==> config.mk <==
export PLATFORM = sky130hd
export DESIGN_NAME = srh_encoder
export DESIGN_NICKNAME = d
export VERILOG_FILES = /design/src/rtl/srh_pkg.sv /design/src/rtl/srh_delta.sv /design/src/rtl/srh_symsel.sv /design/src/rtl/srh_codebook.sv /design/src/rtl/srh_sequencer.sv /design/src/rtl/srh_encoder.sv
export SDC_FILE = /design/constraint.sdc
export NUM_CORES = 1
export LEC_CHECK = 0
export BUFFER_PORTS_ARGS = -buffer_cell sky130_fd_sc_hd__buf_2
export CAP_MARGIN = 10
export CORE_MARGIN = 2
export CORE_UTILIZATION = 25
export CTS_CLUSTER_DIAMETER = 40
export DETAILED_ROUTE_END_ITERATION = 10
export PLACE_DENSITY = 0.5
export SLEW_MARGIN = 20
export SYNTH_ARGS = -nofsm -noshare
export SYNTH_HDL_FRONTEND = slang
export SYNTH_HIERARCHICAL = 1
export SYNTH_SLANG_ARGS = --single-unit
==> constraint.sdc <==
create_clock -name clk -period 3.1 [get_ports clk]
set_input_delay 0.155 -clock clk [delete_from_list [all_inputs] [get_ports clk]]
set_output_delay 0.155 -clock clk [all_outputs]
set_load 0.01 [all_outputs]
==> src/rtl/srh_pkg.sv <==
package srh_pkg;

    typedef enum logic [2:0] {
        ST_IDLE,
        ST_DIRECT,
        ST_ESCAPE,
        ST_UPPER,
        ST_MIDDLE,
        ST_LOWER
    } seq_state_e;

    typedef enum logic [2:0] {
        SEL_DIRECT,
        SEL_ESCAPE,
        SEL_UPPER,
        SEL_MIDDLE,
        SEL_LOWER
    } sym_sel_e;

endpackage

==> src/rtl/srh_delta.sv <==
// Wrapped first difference and table range check for an incoming sample.
module srh_delta #(
    parameter int SAMPLE_W = 11,
    parameter int SYM_W    = 4
) (
    input  logic [SAMPLE_W-1:0] sample,
    input  logic [SAMPLE_W-1:0] pred,
    output logic [SAMPLE_W-1:0] diff,
    output logic                in_range
);
    localparam int TOP_W = SAMPLE_W - SYM_W + 1;

    logic [TOP_W-1:0] top_bits;

    always_comb begin
        diff     = sample - pred;
        top_bits = diff[SAMPLE_W-1:SYM_W-1];
        // fits a signed SYM_W index when every bit above it copies its sign
        in_range = (&top_bits) || (~|top_bits);
    end
endmodule

==> src/rtl/srh_symsel.sv <==
// Chooses the table index for the beat currently presented.
module srh_symsel
    import srh_pkg::*;
#(
    parameter int SAMPLE_W = 11,
    parameter int SYM_W    = 4
) (
    input  logic [SAMPLE_W-1:0] diff,
    input  sym_sel_e            sel,
    output logic [SYM_W-1:0]    sym,
    output logic                esc
);
    localparam int HI_W = SAMPLE_W - 2 * SYM_W;

    logic [SYM_W-1:0] upper_sym;
    logic [SYM_W-1:0] middle_sym;
    logic [SYM_W-1:0] lower_sym;

    generate
        if (HI_W < SYM_W) begin : g_pad_upper
            assign upper_sym = {{(SYM_W - HI_W){1'b0}}, diff[SAMPLE_W-1 -: HI_W]};
        end else begin : g_full_upper
            assign upper_sym = diff[SAMPLE_W-1 -: SYM_W];
        end
    endgenerate

    assign middle_sym = diff[2*SYM_W-1 -: SYM_W];
    assign lower_sym  = diff[SYM_W-1:0];

    always_comb begin
        sym = lower_sym;
        esc = 1'b0;
        unique case (sel)
            SEL_DIRECT: sym = lower_sym;
            SEL_ESCAPE: esc = 1'b1;
            SEL_UPPER:  sym = upper_sym;
            SEL_MIDDLE: sym = middle_sym;
            SEL_LOWER:  sym = lower_sym;
            default:    sym = lower_sym;
        endcase
    end
endmodule

==> src/rtl/srh_codebook.sv <==
// The one shared prefix-code table: sixteen signed values plus escape.
module srh_codebook #(
    parameter int SYM_W  = 4,
    parameter int CODE_W = 8,
    parameter int LEN_W  = 4
) (
    input  logic [SYM_W-1:0]  sym,
    input  logic              esc,
    output logic [CODE_W-1:0] code,
    output logic [LEN_W-1:0]  len
);
    always_comb begin
        code = '0;
        len  = '0;
        if (esc) begin
            code = 8'b1111_0000;
            len  = 4'd6;
        end else begin
            unique case (sym)
                4'h0: begin code = 8'b0000_0000; len = 4'd2; end
                4'h1: begin code = 8'b0100_0000; len = 4'd3; end
                4'hF: begin code = 8'b0110_0000; len = 4'd3; end
                4'h2: begin code = 8'b1000_0000; len = 4'd4; end
                4'hE: begin code = 8'b1001_0000; len = 4'd4; end
                4'h3: begin code = 8'b1010_0000; len = 4'd4; end
                4'hD: begin code = 8'b1011_0000; len = 4'd4; end
                4'h4: begin code = 8'b1100_0000; len = 4'd5; end
                4'hC: begin code = 8'b1100_1000; len = 4'd5; end
                4'h5: begin code = 8'b1101_0000; len = 4'd5; end
                4'hB: begin code = 8'b1101_1000; len = 4'd5; end
                4'h6: begin code = 8'b1110_0000; len = 4'd6; end
                4'hA: begin code = 8'b1110_0100; len = 4'd6; end
                4'h7: begin code = 8'b1110_1000; len = 4'd6; end
                4'h9: begin code = 8'b1110_1100; len = 4'd6; end
                4'h8: begin code = 8'b1111_0100; len = 4'd7; end
                default: begin code = '0; len = '0; end
            endcase
        end
    end
endmodule

==> src/rtl/srh_sequencer.sv <==
// Beat sequencer: one beat for in-range differences, four for escapes.
module srh_sequencer
    import srh_pkg::*;
(
    input  logic     clk,
    input  logic     rst,
    input  logic     in_valid,
    input  logic     in_range,
    input  logic     out_ready,
    output logic     in_ready,
    output logic     out_valid,
    output logic     take,
    output sym_sel_e sel
);
    seq_state_e state_q;
    seq_state_e state_d;
    logic       last_beat;

    always_ff @(posedge clk) begin
        if (rst) state_q <= ST_IDLE;
        else     state_q <= state_d;
    end

    always_comb begin
        last_beat = (state_q == ST_DIRECT) || (state_q == ST_LOWER);
        in_ready  = (state_q == ST_IDLE) || (last_beat && out_ready);
        take      = in_valid && in_ready;
        state_d   = state_q;
        unique case (state_q)
            ST_IDLE: begin
                if (take) state_d = in_range ? ST_DIRECT : ST_ESCAPE;
            end
            ST_DIRECT, ST_LOWER: begin
                if (out_ready) begin
                    if (take) state_d = in_range ? ST_DIRECT : ST_ESCAPE;
                    else      state_d = ST_IDLE;
                end
            end
            ST_ESCAPE: if (out_ready) state_d = ST_UPPER;
            ST_UPPER:  if (out_ready) state_d = ST_MIDDLE;
            ST_MIDDLE: if (out_ready) state_d = ST_LOWER;
            default:   state_d = ST_IDLE;
        endcase
    end

    always_comb begin
        out_valid = (state_q != ST_IDLE);
        sel       = SEL_DIRECT;
        unique case (state_q)
            ST_IDLE:   sel = SEL_DIRECT;
            ST_DIRECT: sel = SEL_DIRECT;
            ST_ESCAPE: sel = SEL_ESCAPE;
            ST_UPPER:  sel = SEL_UPPER;
            ST_MIDDLE: sel = SEL_MIDDLE;
            ST_LOWER:  sel = SEL_LOWER;
            default:   sel = SEL_DIRECT;
        endcase
    end
endmodule

==> src/rtl/srh_encoder.sv <==
module srh_encoder
    import srh_pkg::*;
#(
    parameter int SAMPLE_W = 11,
    parameter int SYM_W    = 4,
    parameter int CODE_W   = 8,
    parameter int LEN_W    = 4
) (
    input  logic                clk,
    input  logic                rst,
    input  logic                in_valid,
    output logic                in_ready,
    input  logic [SAMPLE_W-1:0] in_data,
    output logic                out_valid,
    input  logic                out_ready,
    output logic [CODE_W-1:0]   out_code,
    output logic [LEN_W-1:0]    out_len
);
    logic [SAMPLE_W-1:0] pred_q;
    logic [SAMPLE_W-1:0] diff_q;
    logic [SAMPLE_W-1:0] diff_new;
    logic                new_in_range;
    logic                take;
    sym_sel_e            sel;
    logic [SYM_W-1:0]    sym;
    logic                esc;

    srh_delta #(.SAMPLE_W(SAMPLE_W), .SYM_W(SYM_W)) u_delta (
        .sample   (in_data),
        .pred     (pred_q),
        .diff     (diff_new),
        .in_range (new_in_range)
    );

    srh_sequencer u_seq (
        .clk       (clk),
        .rst       (rst),
        .in_valid  (in_valid),
        .in_range  (new_in_range),
        .out_ready (out_ready),
        .in_ready  (in_ready),
        .out_valid (out_valid),
        .take      (take),
        .sel       (sel)
    );

    always_ff @(posedge clk) begin
        if (rst) begin
            pred_q <= '0;
            diff_q <= '0;
        end else if (take) begin
            pred_q <= in_data;
            diff_q <= diff_new;
        end
    end

    srh_symsel #(.SAMPLE_W(SAMPLE_W), .SYM_W(SYM_W)) u_symsel (
        .diff (diff_q),
        .sel  (sel),
        .sym  (sym),
        .esc  (esc)
    );

    srh_codebook #(.SYM_W(SYM_W), .CODE_W(CODE_W), .LEN_W(LEN_W)) u_book (
        .sym  (sym),
        .esc  (esc),
        .code (out_code),
        .len  (out_len)
    );
endmodule

==> impl_metrics.tcl <==
set metrics [dict create \
    fin_nets 307 \
    drc 0 \
    numCtsBuffers 3 \
    fillers 951 \
    start_util 0.2550 \
    critPathKind "reg -> out" \
    p_leak_nw 0.9967 \
    cts_max_level 1 \
    fmax_mhz 342.7 \
    synth_mux_area_frac 0.1591 \
    power_density_mw_per_mm2 409.5 \
    wl_met3_um 131 \
    fp.dieW_um 97.86 \
    critical_path.max_fanout 10 \
    clock_sinks 25 \
    async_reset_ff_frac 0 \
    synth-simple-area-share 0.2341 \
    synth_flop_cell "dfxtp_1" \
    critical_path.endpoint_type "primary output" \
    synthDistinctLibCells 71 \
    grtUsageTotal 0.09456 \
    drtAntennaViolNets 0 \
    dr_wl_met2_mm 1.939 \
    setup_violations 0 \
    synth-compound-area-share 0.1608 \
    top_layer_used "met4" \
    synthXorXnorAreaFrac 0.01989 \
    finalHoldViolations 0 \
    drive_above_1_share 0.2000 \
    globalplace.congestion 0.7733 \
    post-route-min-period_ps 2918 \
    cts_resized 0 \
    fin_crit_sh 0.9412 \
    core_area_sq_mm 0.008636 \
    insertion_delay_ps 270 \
    final_common_cell "nor2_1" \
    synth.ff_latch_count 25 \
    routedWlPerCell_um 11.45 \
    crit_arrival_ps 2760 \
    grt_pass1_vias 1669 \
    fin_area_sq_mm 0.002424 \
    ioPinCount 29 \
    ys_warn_count 6 \
    antenna_found_initial 0 \
    cts_tree "done" \
    hold_path.class "in -> reg" \
    rows 34 \
    clkTransAtPathRegs_ps 90 \
    netlist_area_sq_mm 0.002202 \
    dp_hpwl_mm 3.362 \
    max-vdd-ir-drop_v 0.0001702 \
    start_kind "register" \
    regArea_sq_um 503.0 \
    via_per_inst 4.582 \
    grt_pass1_wl_mm 7.748 \
    syn_avg_cell_area_sq_um 8.670 \
    vias 1755 \
    layout_common_cells "nor2_1 (27), mux2i_1 (26), buf_2 (25)" \
    synth_edf_count 0 \
    setup-tns-final_ps 0 \
    postCtsSetupBuffers 0 \
    grt_max_degree 26 \
    rsz0062_at_grt "no" \
    port_buffers 25 \
    ys_seq_area_frac 0.2273 \
    overflow 0 \
    wl_met1_mm 2.281 \
    synthCells 254 \
    finClkSkew_ps 7.500 \
    diodes 0 \
    finalWirelength_mm 4.387 \
    die-height_um 97.86 \
    fin_util 0.2806 \
    placed_cell_area_sq_mm 0.002367 \
    cts.path.max_buffers 2 \
    synth_top_family_by_area "simple AND/OR/NAND/NOR gates" \
    multi_input_area_sq_mm 0.001490 \
    cts-hold-fix-buffers 0 \
    worstPathRequired_ps 2940 \
    slew_viol_final 0 \
    cap_violations 0 \
    die-area_sq_mm 0.009576 \
    cts-root-buf "clkbuf_8" \
    syn2layout_area_growth_pct 10.06 \
    outcome "finished, final reports clean" \
    drtIter0Drc 40 \
    dr.pass1.iters 4 \
    synth_fa_ha_area_frac 0.09432 \
]
## registers in the layout, indices dropped and copies added, names as in the netlist
name and count:
u_seq/state_q 3, pred_q 11, diff_q 11
## final timing paths
kind	slack [ps]	cells after the start	end	from
worst min-delay path	140	3	pred_q[6]$_SDFFE_PP0P_	in_data[6]
worst max register to register	290	12	u_seq/state_q[1]$_SDFFE_PP0P_	pred_q[0]$_SDFFE_PP0P_
worst max-delay path	180	10	out_len[0]	u_seq/state_q[2]$_SDFFE_PP0P_
worst min register to register	500	2	diff_q[5]$_SDFFE_PP0P_	diff_q[5]$_SDFFE_PP0P_
## metrics by stage
stage	worst slack (ps)	hold slack, ps	total power [mW]	std cells
6_report	182.3	138.4	0.9924	383
5_1_grt	1.201	144.8	1.081	383
4_1_cts	22.56	134.0	1.013	383
3_5_place_dp	255.1	423.9	0.8030	379
3_3_place_gp	320.4	416.9	0.7998	379
2_1_floorplan	532.2	224.1	0.7207	256
## synthesized netlist by cell type, types with 2 or more instances
cell / number / area (sq um)
o21ai_0: 4 / 20.02
buf_6: 4 / 45.04
inv_1: 23 / 86.33
dfxtp_1: 25 / 500.5
buf_4: 5 / 37.54
nand4b_1: 2 / 17.52
mux2_1: 3 / 33.78
a2111oi_2: 2 / 30.03
nor2b_1: 5 / 31.28
o2111ai_1: 2 / 17.52
a21o_1: 2 / 15.01
or2_1: 3 / 18.77
nand2_1: 11 / 41.29
buf_12: 2 / 40.04
mux2i_1: 26 / 260.3
o211ai_1: 2 / 15.01
o21a_1: 2 / 15.01
and3b_1: 2 / 17.52
and2_1: 5 / 31.28
xor2_1: 2 / 17.52
buf_2: 2 / 10.01
mux2_4: 3 / 45.04
a21oi_1: 6 / 30.03
or3_1: 3 / 18.77
nand3_1: 5 / 25.02
ha_1: 15 / 187.7
nor2_1: 27 / 101.4
nand2b_1: 2 / 12.51
nor3_1: 3 / 15.01
nor3b_1: 6 / 45.04
and3_1: 2 / 12.51
o21ai_1: 4 / 20.02
clkbuf_1: 2 / 7.510
a31oi_1: 3 / 18.77
xnor2_1: 3 / 26.28
## cell families after synthesis
family                     after synthesis
DFF                                     25
muxes                                   33
xor gates and xnor gates                 5
other                                    1
adders and majority gates               16
buffers and inverters                   38
AOI/OAI and AO/OA                       45
and+or+nand+nor                         91
## power breakdown
part | switching [mW] | total, mW | internal (mW)
logic | 0.229 | 0.424 | 0.196
registers | 0.0203 | 0.371 | 0.351
clock network | 0.107 | 0.197 | 0.0899
## worst max-delay path, cell delays in order (launching register included)
cell     delay [ps]
dfxtp_1         500
xnor2_1         110
nor2_1          100
buf_4           150
mux2_1          330
mux2_4          290
inv_1           120
ha_1            270
or3b_1          380
o41ai_1          70
buf_2           190
## area by class of cell
type,count,area share
clock buffer,3,0.01704
clock inverter,1,0.002065
inverter,23,0.03562
multi-input combinational,193,0.6149
sequential,25,0.2075
tap,108,0.05576
timing repair buffer,30,0.06711
## routing by layer
metal,vias up,track usage
li1,935,-
met1,789,0.1346
met2,27,0.1517
met3,4,0.01432
met4,0,0.02030
met5,-,0
Power figures use the tool's default switching activity.
